[config.mk]
export PLATFORM = sky130hd
export DESIGN_NAME = sector_guard
export DESIGN_NICKNAME = d
export VERILOG_FILES = /design/src/rtl/sg_pkg.sv /design/src/rtl/sg_pulse_timer.sv /design/src/rtl/sg_prot_mask.sv /design/src/rtl/sg_readback.sv /design/src/rtl/sector_guard.sv
export SDC_FILE = /design/constraint.sdc
export NUM_CORES = 1
export LEC_CHECK = 0
export BUFFER_PORTS_ARGS = -buffer_cell sky130_fd_sc_hd__buf_2
export CAP_MARGIN = 20
export CORE_MARGIN = 2
export CORE_UTILIZATION = 59
export DETAILED_ROUTE_END_ITERATION = 6
export PLACE_DENSITY = 0.85
export SETUP_SLACK_MARGIN = 0.05
export SLEW_MARGIN = 5
export SYNTH_ARGS = -nofsm -noshare
export SYNTH_HDL_FRONTEND = slang
export SYNTH_SLANG_ARGS = --single-unit
[constraint.sdc]
create_clock -name clk_i -period 7 [get_ports clk_i]
set_input_delay 0.7 -clock clk_i [delete_from_list [all_inputs] [get_ports clk_i]]
set_output_delay 0.7 -clock clk_i [all_outputs]
set_load 0.02 [all_outputs]
[src/rtl/sg_pkg.sv]
package sg_pkg;
  typedef enum logic [1:0] {
    OP_NONE   = 2'd0,
    OP_PROT   = 2'd1,
    OP_UNPROT = 2'd2
  } sg_op_e;
endpackage

[src/rtl/sg_pulse_timer.sv]
module sg_pulse_timer
  import sg_pkg::*;
#(
  parameter int unsigned PROT_CYCLES   = 10000,
  parameter int unsigned UNPROT_CYCLES = 1000000,
  parameter int unsigned SW            = 3
) (
  input  logic          clk_i,
  input  logic          rst_ni,
  input  logic          we_n_i,
  input  sg_op_e        mode_i,
  input  logic [SW-1:0] sector_i,
  output logic          commit_o,
  output sg_op_e        op_o,
  output logic [SW-1:0] sector_o
);
  localparam int unsigned MAXC = (PROT_CYCLES > UNPROT_CYCLES) ? PROT_CYCLES : UNPROT_CYCLES;
  localparam int unsigned CW   = $clog2(MAXC + 2);
  localparam logic [CW-1:0] CNT_MAX = '1;
  localparam logic [CW-1:0] THR_P   = CW'(PROT_CYCLES);
  localparam logic [CW-1:0] THR_U   = CW'(UNPROT_CYCLES);

  logic          we_q, active_q;
  logic [CW-1:0] cnt_q;
  sg_op_e        op_q;
  logic [SW-1:0] sec_q;
  logic [CW-1:0] thr;

  assign thr      = (op_q == OP_UNPROT) ? THR_U : THR_P;
  assign commit_o = active_q && we_n_i && (cnt_q >= thr);
  assign op_o     = op_q;
  assign sector_o = sec_q;

  always_ff @(posedge clk_i or negedge rst_ni) begin
    if (!rst_ni) begin
      we_q     <= 1'b1;
      active_q <= 1'b0;
      cnt_q    <= '0;
      op_q     <= OP_NONE;
      sec_q    <= '0;
    end else begin
      we_q <= we_n_i;
      if (!active_q) begin
        // start only on a falling edge seen inside a valid mode
        if (we_q && !we_n_i && mode_i != OP_NONE) begin
          active_q <= 1'b1;
          cnt_q    <= CW'(1);
          op_q     <= mode_i;
          sec_q    <= sector_i;
        end
      end else if (we_n_i) begin
        active_q <= 1'b0;  // completes or aborts on rise
      end else if (cnt_q != CNT_MAX) begin
        cnt_q <= cnt_q + CW'(1);
      end
    end
  end

  a_r10_no_start_outside_mode: assert property (@(posedge clk_i) disable iff (!rst_ni)
    (!active_q && mode_i == OP_NONE) |=> !active_q);
  a_r3_commit_on_rise_only: assert property (@(posedge clk_i) disable iff (!rst_ni)
    commit_o |-> (we_n_i && !we_q));
endmodule

[src/rtl/sg_prot_mask.sv]
module sg_prot_mask
  import sg_pkg::*;
#(
  parameter int unsigned NUM_SECTORS = 8,
  parameter int unsigned SW          = 3
) (
  input  logic                   clk_i,
  input  logic                   rst_ni,
  input  logic                   commit_i,
  input  sg_op_e                 op_i,
  input  logic [SW-1:0]          sector_i,
  output logic [NUM_SECTORS-1:0] mask_o
);
  logic [NUM_SECTORS-1:0] mask_q;
  logic                   all_set;

  assign all_set = &mask_q;
  assign mask_o  = mask_q;

  always_ff @(posedge clk_i or negedge rst_ni) begin
    if (!rst_ni) begin
      mask_q <= '0;
    end else if (commit_i) begin
      if (op_i == OP_PROT) mask_q[sector_i] <= 1'b1;
      else if (op_i == OP_UNPROT && all_set) mask_q <= '0;
    end
  end

  a_r3_hold_without_commit: assert property (@(posedge clk_i) disable iff (!rst_ni)
    !commit_i |=> $stable(mask_q));
  a_r2_protect_sets_bit: assert property (@(posedge clk_i) disable iff (!rst_ni)
    (commit_i && op_i == OP_PROT) |=> mask_q[$past(sector_i)]);
  a_r4_unprotect_clears: assert property (@(posedge clk_i) disable iff (!rst_ni)
    (commit_i && op_i == OP_UNPROT && all_set) |=> (mask_q == '0));
  a_r5_unprotect_refused: assert property (@(posedge clk_i) disable iff (!rst_ni)
    (commit_i && op_i == OP_UNPROT && !all_set) |=> $stable(mask_q));
endmodule

[src/rtl/sg_readback.sv]
module sg_readback #(
  parameter int unsigned NUM_SECTORS = 8,
  parameter int unsigned SW          = 3,
  parameter logic [7:0]  MFR_CODE    = 8'h20,
  parameter logic [7:0]  DEV_CODE    = 8'hE2
) (
  input  logic                   read_en_i,
  input  logic                   a0_i,
  input  logic                   a1_i,
  input  logic                   a6_i,
  input  logic [SW-1:0]          sector_i,
  input  logic [NUM_SECTORS-1:0] mask_i,
  output logic [7:0]             data_o
);
  always_comb begin
    data_o = 8'h00;
    if (read_en_i) begin
      if (!a1_i && !a6_i) data_o = a0_i ? DEV_CODE : MFR_CODE;
      else                data_o = {7'd0, mask_i[sector_i]};
    end
  end

  always_comb begin
    a_r9_quiet_when_idle: assert (read_en_i || data_o == 8'h00);
  end
endmodule

[src/rtl/sector_guard.sv]
module sector_guard
  import sg_pkg::*;
#(
  parameter int unsigned NUM_SECTORS   = 8,
  parameter int unsigned ADDR_W        = 19,
  parameter int unsigned PROT_CYCLES   = 10000,
  parameter int unsigned UNPROT_CYCLES = 1000000,
  parameter logic [7:0]  MFR_CODE      = 8'h20,
  parameter logic [7:0]  DEV_CODE      = 8'hE2,
  localparam int unsigned SW           = $clog2(NUM_SECTORS)
) (
  input  logic                   clk_i,
  input  logic                   rst_ni,
  input  logic                   a9_hv_i,
  input  logic                   oe_hv_i,
  input  logic                   ce_hv_i,
  input  logic [ADDR_W-1:0]      addr_i,
  input  logic                   ce_n_i,
  input  logic                   oe_n_i,
  input  logic                   we_n_i,
  input  logic                   pe_req_i,
  input  logic [SW-1:0]          pe_sector_i,
  output logic                   pe_grant_o,
  output logic [NUM_SECTORS-1:0] prot_mask_o,
  output logic [7:0]             rd_data_o,
  output logic                   rd_valid_o
);
  // qualifier pins for the unprotect mode
  localparam int unsigned UQ_A = 6;
  localparam int unsigned UQ_B = 12;
  localparam int unsigned UQ_C = 16;

  sg_op_e        mode, op;
  logic          commit;
  logic [SW-1:0] addr_sector, op_sector;

  assign addr_sector = addr_i[ADDR_W-1 -: SW];

  always_comb begin
    mode = OP_NONE;
    if (a9_hv_i && oe_hv_i) begin
      if (!ce_hv_i) mode = OP_PROT;
      else if (addr_i[UQ_A] && addr_i[UQ_B] && addr_i[UQ_C]) mode = OP_UNPROT;
    end
  end

  sg_pulse_timer #(
    .PROT_CYCLES  (PROT_CYCLES),
    .UNPROT_CYCLES(UNPROT_CYCLES),
    .SW           (SW)
  ) i_timer (
    .clk_i   (clk_i),
    .rst_ni  (rst_ni),
    .we_n_i  (we_n_i),
    .mode_i  (mode),
    .sector_i(addr_sector),
    .commit_o(commit),
    .op_o    (op),
    .sector_o(op_sector)
  );

  sg_prot_mask #(
    .NUM_SECTORS(NUM_SECTORS),
    .SW         (SW)
  ) i_mask (
    .clk_i   (clk_i),
    .rst_ni  (rst_ni),
    .commit_i(commit),
    .op_i    (op),
    .sector_i(op_sector),
    .mask_o  (prot_mask_o)
  );

  assign rd_valid_o = !ce_n_i && !oe_n_i && a9_hv_i && !oe_hv_i;

  sg_readback #(
    .NUM_SECTORS(NUM_SECTORS),
    .SW         (SW),
    .MFR_CODE   (MFR_CODE),
    .DEV_CODE   (DEV_CODE)
  ) i_readback (
    .read_en_i(rd_valid_o),
    .a0_i     (addr_i[0]),
    .a1_i     (addr_i[1]),
    .a6_i     (addr_i[6]),
    .sector_i (addr_sector),
    .mask_i   (prot_mask_o),
    .data_o   (rd_data_o)
  );

  assign pe_grant_o = pe_req_i && !prot_mask_o[pe_sector_i];

  a_r6_protected_denied: assert property (@(posedge clk_i) disable iff (!rst_ni)
    (pe_req_i && prot_mask_o[pe_sector_i]) |-> !pe_grant_o);
  a_r6_no_req_no_grant: assert property (@(posedge clk_i) disable iff (!rst_ni)
    !pe_req_i |-> !pe_grant_o);
endmodule

==> results.md <==
* CP peak stage delay at between 600 and 700 ps
* VDD IR max at about 130 uV
* Total die area at ~0.0045 sq mm
* Clock latency on the worst-skew pair at roughly 300 ps
* Commonest non-fill, non-tap cell in the layout: dfrtp_1
* GPL Wtd Cong at ~0.83
* Layout Skew at between 10 and 15 ps
* Setup Viol. Count Final at 0
* Mapped Cells at about 240
* Post-DP Area at 0.00249 sq mm
* CP cell instances: nand2b_1 > ha_1 > a311oi_1 > o21a_1 > o221ai_1 > o211ai_1 > a21boi_0
* Routed len/inst at around 16 um
* Clock sinks at 35
* H-tree levels at 2
* YS warnings at 0
* Achievable clock frequency at roughly 0.33 GHz
* Hold_buf cts at 0
* Largest net degree at the start of global routing at 36
* Synth-to-layout area growth at 8.97%
* Drt pass-1 iters at 6
* Buffers on Ports at 33
* Vias in the first global route at roughly 2000
* WP data required at 7200 ps
* TritonCTS clock tree: done
* Startpoint types: register
* GRT Util Overall at 0.258
* Fin. Hold Viols at 0
* Fin util at 0.686
* Vias post-DR at roughly 2100
* Routed Antenna Nets at 0
* Yosys top cell by area: dfrtp_1
* CTS clk-pin slew, worst paths at around 70 ps
* Root Driver: clkbuf_8
* Asr flop ratio synth at 1.00
* Synth Flop Type: dfrtp_1
* Crit path DAT at 3190 ps
* DR vias/cell at ~6.6
* Layout Nets at roughly 300
* Final WL at 5160 um
* Antenna cells at 0
* WP buf/inv at 0
* Die W at between 60 and 70 um
* Die Ht at around 67 um
* TritonCTS Buffers at 5
* LEAKAGE at roughly 1.2 nW
* Yosys reg bits at 35
* Critical path's top delay family: compound AO/OA/AOI/OAI gates
* PostCTS Resize Cnt at 0
* Min-delay worst type: input pin to asynchronous set/reset pin
* Rel. slew slack at 0.448
* Final worst path period share at 0.427
* Setup bufs post-CTS at 0
* Seq/Total Area, Yosys at 0.372
* Syn_area_per_cell at approximately 9.7 sq um
* Total Power at 0.000412 W
* Most frequent cells in the layout: 34 x dfrtp_1, 33 x buf_2, 16 x a21oi_1
* Remaining DRCs at 0
* Final instance area at between 0.002 and 0.003 sq mm
* Number of DRC markers in iteration 0 at between 100 and 150
* Start-to-end type of the worst setup path: register to register
* Number of library cell types mapped by synthesis at between 50 and 60
* Synth top area share at 0.361
* Post-synth EDFFs at 0
* Post-layout min period at 2990 ps
* Area contributors post-synth: dfrtp_1 36%, ha_1 4.8%, o31ai_1 3.5%, a21oi_1 3.4%, or4_1 2.9%
* Max Root-Sink Buffers at 2
* Pwr/cell area at between 150 and 200 mW/mm^2
* Fraction of layout cells with a size suffix above 1 at 0.186
* Initial antenna violation count at 0
* Total global routing overflow at 0
* Critical path's slowest cell: o211ai_1
* RSZ-0062 raised after global routing: false
* Synthesized area at 0.00236 sq mm
* Post-DP HPWL at ~3700 um
* CP Max Fanout at 12
* Hold_ws at roughly 470 ps
* Post-route setup TNS at 0 ps
* Core Rows at 22
* Max cap viols at 0
* Outcome: finished, final reports clean
* Worst Tran Pin Value at 822 ps
* # IOs at 49
* # fillers at ~300
* Critical Path End Type: register
* First-pass GRT wire length at roughly 8700 um
* Core ar. at about 0.0037 sq mm
* Slew Viols, Final at 0
* Initial Util at 0.629
[power by group]
part / leakage [nW] / switching, W / internal, W
clock: 0.0395 / 0.0000723 / 0.0000707
sequential: 0.450 / 0.0000104 / 0.000211
combinational: 0.691 / 0.0000286 / 0.0000192
[path summary, 6_finish.rpt]
| kind | startpoint | end | slack [ps] | cells after the start |
|---|---|---|---|---|
| worst max register to register | i_timer.op_o[0]$_DFFE_PN0P_ | i_mask.mask_o[4]$_DFFE_PN0P_ | 4010 | 7 |
| max in group asynchronous | rst_ni | i_mask.mask_o[0]$_DFFE_PN0P_ | 6030 | 1 |
| worst min register to register | i_timer.op_o[1]$_DFFE_PN0P_ | i_timer.op_o[1]$_DFFE_PN0P_ | 540 | 1 |
| min in group clk_i | i_timer.op_o[1]$_DFFE_PN0P_ | i_timer.op_o[1]$_DFFE_PN0P_ | 540 | 1 |
| worst min-delay path | rst_ni | i_timer.cnt_q[9]$_DFFE_PN0P_ | 470 | 1 |
| worst max-delay path | i_timer.op_o[0]$_DFFE_PN0P_ | i_mask.mask_o[4]$_DFFE_PN0P_ | 4010 | 7 |
[per-layer routing]
| layer | routed length (um) | global-route usage | vias to the layer above |
|---|---|---|---|
| met1 | 2320 | 0.328 | 1021 |
| li1 | - | - | 992 |
| met4 | 70 | 0.0918 | 0 |
| met2 | 2480 | 0.421 | 65 |
| met3 | 290 | 0.0733 | 7 |
| met5 | 0 | 0 | - |
[kinds of logic (layout without fill, tap and decap cells)]
logic type	after synthesis	count (layout)	synth area share
adders and majority gates	9	9	0.0478
AOI/OAI and AO/OA	78	78	0.243
buffers and inverters	32	55	0.0669
xor gates and xnor gates	1	1	0.00372
and+or+nand+nor	81	81	0.211
DFF	35	35	0.372
muxes	7	7	0.0542
other	1	3	0.00159
[worst reg2reg max path, delay by kind of cell (launching register included)]
family                     cells  cell delay (ps)
AOI/OAI and AO/OA              5             1720
DFF                            1              390
and+or+nand+nor                1              370
adders and majority gates      1              420
[final cells by class]
type | instances | area, sq um | area share
repair buffers | 34 | 173 | 0.0673
flip-flops and latches | 35 | 877 | 0.342
clock buffers | 8 | 80.1 | 0.0312
multi-input cells | 179 | 1330 | 0.518
well taps | 48 | 60.1 | 0.0234
inverters | 13 | 48.8 | 0.0190
[through the flow]
step	setup WS (ps)	instances
3_3_place_gp	4200	309
2_1_floorplan	4210	246
3_5_place_dp	4110	309
6_report	4010	317
5_1_grt	3810	317
4_1_cts	4080	317
[synth_stat cells, drive strengths merged, types with 8 or more instances]
cell     count
dfrtp       34
a21oi       16
inv         13
nand2       13
o21ai       12
o31ai       11
buf         10
nor2        10
clkbuf       9
ha           9
or4          9
o2111ai      8
[sequential cells by signal, summed over array words and instances, names as in the netlist]
register and count:
i_mask.mask_o 8, i_timer.cnt_q 20, i_timer.active_q 1, i_timer.sector_o 3, i_timer.we_q 1, i_timer.op_o 2
(Power assumes the default switching activity.)
